<file path="config.mk">
export PLATFORM = sky130hd
export DESIGN_NAME = rlv_run_monitor
export DESIGN_NICKNAME = d
export VERILOG_FILES = /design/src/rtl/rlv_pkg.sv /design/src/rtl/rlv_threshold_clamp.sv /design/src/rtl/rlv_run_scan.sv /design/src/rtl/rlv_stretch_ctrl.sv /design/src/rtl/rlv_run_monitor.sv
export SDC_FILE = /design/constraint.sdc
export NUM_CORES = 1
export LEC_CHECK = 0
export CAP_MARGIN = 20
export CORE_UTILIZATION = 50
export DETAILED_ROUTE_END_ITERATION = 12
export PLACE_DENSITY = 0.67
export SLEW_MARGIN = 40
export SYNTH_ARGS = -nofsm -noshare
export SYNTH_HDL_FRONTEND = slang
export SYNTH_SLANG_ARGS = --single-unit
</file>
<file path="constraint.sdc">
create_clock -name clk -period 26.8 [get_ports clk]
set_input_delay 5.36 -clock clk [delete_from_list [all_inputs] [get_ports clk]]
set_output_delay 5.36 -clock clk [all_outputs]
set_load 0.01 [all_outputs]
</file>
<file path="src/rtl/rlv_pkg.sv">
package rlv_pkg;
  // Event strobe passed from the bit-scan datapath to the stretch control
  typedef struct packed {
    logic hit;   // some bit of this word pushed the run past the threshold
  } runEvent_t;

  // Threshold ceiling in bit times for each word width
  function automatic int unsigned modeCeiling(bit wideMode);
    return wideMode ? 160 : 128;
  endfunction
endpackage

</file>
<file path="src/rtl/rlv_threshold_clamp.sv">
module rlv_threshold_clamp #(
  parameter int CNT_W = 8,
  parameter int CEIL  = 160
) (
  input  logic [CNT_W-1:0] thrIn,
  output logic [CNT_W-1:0] thrEff
);
  localparam logic [CNT_W-1:0] CEIL_V = CNT_W'(CEIL);

  // limit the threshold to the mode ceiling
  always_comb begin
    thrEff = (thrIn > CEIL_V) ? CEIL_V : thrIn;
  end
endmodule

</file>
<file path="src/rtl/rlv_run_scan.sv">
module rlv_run_scan
  import rlv_pkg::*;
#(
  parameter int WORD_W = 10,
  parameter int CNT_W  = 8
) (
  input  logic              clk,
  input  logic              rstN,
  input  logic [WORD_W-1:0] wordIn,
  input  logic [CNT_W-1:0]  thrEff,
  output runEvent_t         evt
);
  localparam logic [CNT_W-1:0] CNT_MAX = {CNT_W{1'b1}};
  localparam logic [CNT_W-1:0] CNT_ONE = CNT_W'(1);

  logic [CNT_W-1:0]  runCnt;
  logic              lastBit;
  logic [CNT_W-1:0]  stCnt [0:WORD_W];
  logic              stBit [0:WORD_W];
  logic [WORD_W-1:0] stHit;

  assign stCnt[0] = runCnt;
  assign stBit[0] = lastBit;

  // One stage for each bit, starting at bit 0; each count saturates
  for (genvar g = 0; g < WORD_W; g++) begin : g_stage
    assign stCnt[g+1] = (wordIn[g] == stBit[g])
                        ? ((stCnt[g] == CNT_MAX) ? CNT_MAX : stCnt[g] + CNT_ONE)
                        : CNT_ONE;
    assign stBit[g+1] = wordIn[g];
    assign stHit[g]   = (stCnt[g+1] > thrEff);   // strictly greater
  end

  assign evt.hit = |stHit;

  // reset clears the count and the stored last bit
  always_ff @(posedge clk or negedge rstN) begin
    if (!rstN) begin
      runCnt  <= '0;
      lastBit <= 1'b0;
    end else begin
      runCnt  <= stCnt[WORD_W];
      lastBit <= stBit[WORD_W];
    end
  end

  // an all-ones word that follows a stored 0 leaves a run of exactly one word
  p_restart_r1: assert property (@(posedge clk) disable iff (!rstN)
    (wordIn == {WORD_W{1'b1}} && !lastBit) |=> (runCnt == CNT_W'(WORD_W)));

  // a word that continues the run never lowers the count
  p_no_wrap_r5: assert property (@(posedge clk) disable iff (!rstN)
    (wordIn == {WORD_W{lastBit}}) |=> (runCnt >= $past(runCnt)));
endmodule

</file>
<file path="src/rtl/rlv_stretch_ctrl.sv">
module rlv_stretch_ctrl
  import rlv_pkg::*;
#(
  parameter int HOLD_CYC = 2
) (
  input  logic      clk,
  input  logic      rstN,
  input  runEvent_t evt,
  output logic      violation
);
  localparam int HC_W = $clog2(HOLD_CYC + 1);
  localparam logic [HC_W-1:0] HOLD_V = HC_W'(HOLD_CYC);

  logic [HC_W-1:0] holdCnt;

  // load on every hit, then count down
  always_ff @(posedge clk or negedge rstN) begin
    if (!rstN)               holdCnt <= '0;
    else if (evt.hit)        holdCnt <= HOLD_V;
    else if (holdCnt != '0)  holdCnt <= holdCnt - HC_W'(1);
  end

  assign violation = (holdCnt != '0);

  // a hit shows on the flag in the next cycle
  p_hit_flags_r2: assert property (@(posedge clk) disable iff (!rstN)
    evt.hit |=> violation);

  // the flag never lasts a single cycle
  p_min_width_r3: assert property (@(posedge clk) disable iff (!rstN)
    $rose(violation) |=> violation);

  // a hit during the stretch reloads the full window
  p_retrigger_r6: assert property (@(posedge clk) disable iff (!rstN)
    (evt.hit && violation) |=> (holdCnt == HOLD_V));
endmodule

</file>
<file path="src/rtl/rlv_run_monitor.sv">
module rlv_run_monitor
  import rlv_pkg::*;
#(
  parameter bit WIDE_MODE = 1'b1,
  localparam int WORD_W   = WIDE_MODE ? 10 : 8,
  localparam int CEIL     = modeCeiling(WIDE_MODE),
  localparam int CNT_W    = $clog2(CEIL + 1)
) (
  input  logic              clk,
  input  logic              rstN,
  input  logic [WORD_W-1:0] wordIn,
  input  logic [CNT_W-1:0]  thresholdIn,
  output logic              violation
);
  logic [CNT_W-1:0] thrEff;
  runEvent_t        evt;

  rlv_threshold_clamp #(.CNT_W(CNT_W), .CEIL(CEIL)) u_clamp (
    .thrIn (thresholdIn),
    .thrEff(thrEff)
  );

  rlv_run_scan #(.WORD_W(WORD_W), .CNT_W(CNT_W)) u_scan (
    .clk   (clk),
    .rstN  (rstN),
    .wordIn(wordIn),
    .thrEff(thrEff),
    .evt   (evt)
  );

  rlv_stretch_ctrl #(.HOLD_CYC(2)) u_ctrl (
    .clk      (clk),
    .rstN     (rstN),
    .evt      (evt),
    .violation(violation)
  );
endmodule

</file>
==> impl_metrics.env <==
export IMPL_outcome="completed"
export IMPL_grt_pass1_vias=6645
export IMPL_fill_cells=1232
export IMPL_ant_nets=0
export IMPL_synth_seq_cells=11
export IMPL_final_seq_area_sq_um=275
export IMPL_drv_slew=0
export IMPL_drt_wl_total_um=20300
export IMPL_met3_usage_pct=2.39
export IMPL_dpl_hpwl_um=16300
export IMPL_grt_pass1_wl_um=33200
export IMPL_hold_path_depth=2
export IMPL_synth_xor_area_share_pct=7.62
export IMPL_grt_max_degree=21
export IMPL_async_flop_share_pct=100
export IMPL_syn_area_sq_um=6260
export IMPL_hold_end="u_ctrl.holdCnt[1]"
export IMPL_via_count=6797
export IMPL_setup_viol=0
export IMPL_r2r_end="u_ctrl.holdCnt[1]"
export IMPL_max_stage_delay_ns=0.62
export IMPL_cts_resized=0
export IMPL_pre_cts_ws_ns=6.53
export IMPL_finalCritPeriodShare_pct=76.3
export IMPL_start_util_pct=51.7
export IMPL_coreArea_sq_um=12100
export IMPL_synth_flop_cell="dfrtp_1"
export IMPL_hp_class="flip-flop to flip-flop"
export IMPL_met1_usage_pct=41.3
export IMPL_clock_skew_ns=0.00215
export IMPL_area_growth_pct=6.06
export IMPL_yosysWarnings=0
export IMPL_r2r_start="u_scan.runCnt[0]"
export IMPL_die_x_um=114
export IMPL_grtUsageTotal_pct=31.9
export IMPL_clockBufferDepth=2
export IMPL_clock_tree_root_cell="clkbuf_16"
export IMPL_drc=0
export IMPL_synth_adder_area_share_pct=18.2
export IMPL_grt_busiest_layer="met2"
export IMPL_dieArea_sq_um=13000
export IMPL_overflow=0
export IMPL_cp_top_family="simple AND/OR/NAND/NOR gates"
export IMPL_layout_commonest_cell="ha_1"
export IMPL_path_buf_inv=5
export IMPL_worstSetupPathType="primary input to flip-flop"
export IMPL_worst_slew_pin_transition_ns=0.782
export IMPL_gp_congestion=0.934
export IMPL_holdWs_ns=0.509
export IMPL_path_clk_slew_ns=0.04
export IMPL_htree_num_levels=1
export IMPL_synth_compound_area_share_pct=33.1
export IMPL_power_density_nw_per_um2=38.3
export IMPL_slowest_stage="clkdlybuf4s50_1"
export IMPL_vdd_drop_max_mv=0.0194
export IMPL_yosysTopAreaCell="ha_1"
export IMPL_holdBufCountCts=0
export IMPL_cts_buffers=3
export IMPL_synth_simple_gate_area_share_pct=28.4
export IMPL_leakage_nw=2.84
export IMPL_rsz0062_at_grt="no"
export IMPL_synth_top_family_by_area="compound AO/OA/AOI/OAI gates"
export IMPL_cp_required_ns=26.89
export IMPL_crit_path_start_kind="primary input"
export IMPL_layout_common_cells="ha_1, nor2_1, a21oi_1"
export IMPL_min_from="u_ctrl.holdCnt[1]"
export IMPL_multi_input_area_sq_um=5680
export IMPL_yosysTopAreaCellShare_pct=18.2
export IMPL_rrSetupSlack_ns=11.00
export IMPL_port_buffers=20
export IMPL_routed_via_density=6.77
export IMPL_crit_path_max_fanout=13
export IMPL_grt_use_met2_pct=55.6
export IMPL_slew_headroom_pct=47.5
export IMPL_die_h_um=114
export IMPL_n_antenna_cell=0
export IMPL_synthDistinctLibCells=99
export IMPL_synth_nets=948
export IMPL_clock_latency_ns=0.24
export IMPL_yosys_top_cells_area="ha_1, a21oi_1, dfrtp_1"
export IMPL_cts_sinks=11
export IMPL_cp_common_cell="ha_1"
export IMPL_fmax_ghz=0.0489
export IMPL_drt_initial_drc_count=558
export IMPL_synth_edf_count=0
export IMPL_drive_above_1_share_pct=7.30
export IMPL_fin_nets=948
export IMPL_endpoint_kind="flip-flop"
export IMPL_cp_arrival_ns=20.53
export IMPL_rr_worst_depth=60
export IMPL_tns_ns=0
export IMPL_muxShareOfSynthArea_pct=3.22
export IMPL_cts_setup_buffers=0
export IMPL_drv_cap=0
export IMPL_cts_tree="done"
export IMPL_yosysSeqAreaShare_pct=4.40
export IMPL_pin_count=21
export IMPL_power_mw=0.254
export IMPL_hold_viol=0
export IMPL_fp_row_count=40
export IMPL_postSynthCellCount=837
export IMPL_avgSynthCellArea_sq_um=7.48
export IMPL_wl_per_cell_um=20.2
export IMPL_fin_ws_ns=6.36
export IMPL_grt_antenna_before_repair=0
export IMPL_fin_crit_ns=20.44
export IMPL_first_pass_iters=5
-- cell usage after synthesis, types with 15 or more instances --
master and n:
a21o_1 20, a21oi_1 64, ha_1 91, inv_1 34, nand2_1 49, nand3_1 44, nand4_1 19, nor2_1 70
nor3_1 20, o211ai_1 15, o21ai_0 38, xnor2_1 26, xor2_1 17
-- cells by family (layout without fill, tap and decap cells) --
group | count (synthesis) | in the layout
muxes | 19 | 19
and+or+nand+nor | 321 | 321
buffers and inverters | 68 | 67
xor gates and xnor gates | 48 | 48
AOI/OAI and AO/OA | 279 | 279
DFF | 11 | 11
adders and majority gates | 91 | 91
-- where the power goes --
part / total (mW) / switching (mW) / internal (mW)
logic: 0.201 / 0.120 / 0.0809
clock network: 0.0272 / 0.00744 / 0.0197
registers: 0.0257 / 0.00609 / 0.0196
-- worst max path at each step --
| stage | cells after the start | endpoint | slack (ns) | start |
|---|---|---|---|---|
| 6_report | 60 | u_ctrl.holdCnt[1] | 6.36 | wordIn[0] |
| 5_1_grt | 60 | u_ctrl.holdCnt[1] | 5.02 | wordIn[0] |
| 4_1_cts | 60 | u_ctrl.holdCnt[1] | 6.68 | wordIn[0] |
| 3_5_place_dp | 60 | u_ctrl.holdCnt[1] | 6.53 | wordIn[0] |
| 3_3_place_gp | 61 | u_ctrl.holdCnt[1] | 7.27 | wordIn[0] |
| 2_1_floorplan | 72 | u_ctrl.holdCnt[1] | 8.85 | wordIn[0] |
-- flip-flops by register name, indices dropped and copies added (netlist names) --
register and count:
u_scan.runCnt 8, u_ctrl.holdCnt 2, u_scan.lastBit 1
-- metal layers --
layer,part of all wire (%),vias to the layer above
li1,-,3241
met1,43,3220
met2,48,286
met3,6.4,50
met4,2.8,0
met5,0,-
-- per-stage QoR --
step	utilization (%)	std cells	instance area [sq um]
4_1_cts	54.7	1004	6620
2_1_floorplan	-	837	6260
6_report	54.8	1004	6640
3_3_place_gp	54.0	1000	6540
5_1_grt	54.8	1004	6640
3_5_place_dp	54.0	1000	6540
-- tightest hold or removal path: stages (launching register included) --
cell      delay (ns)
dfrtp_1         0.34
nand2_1         0.06
o211ai_1        0.07
-- area by class of cell --
type	count	area share, %
clock inverters	1	0.0754
repair buffers	27	3.81
clock buffers	3	1.13
flip-flops and latches	11	4.15
multi-input cells	758	85.6
well taps	168	3.17
inverters	36	2.04
(Power assumes the default switching activity.)
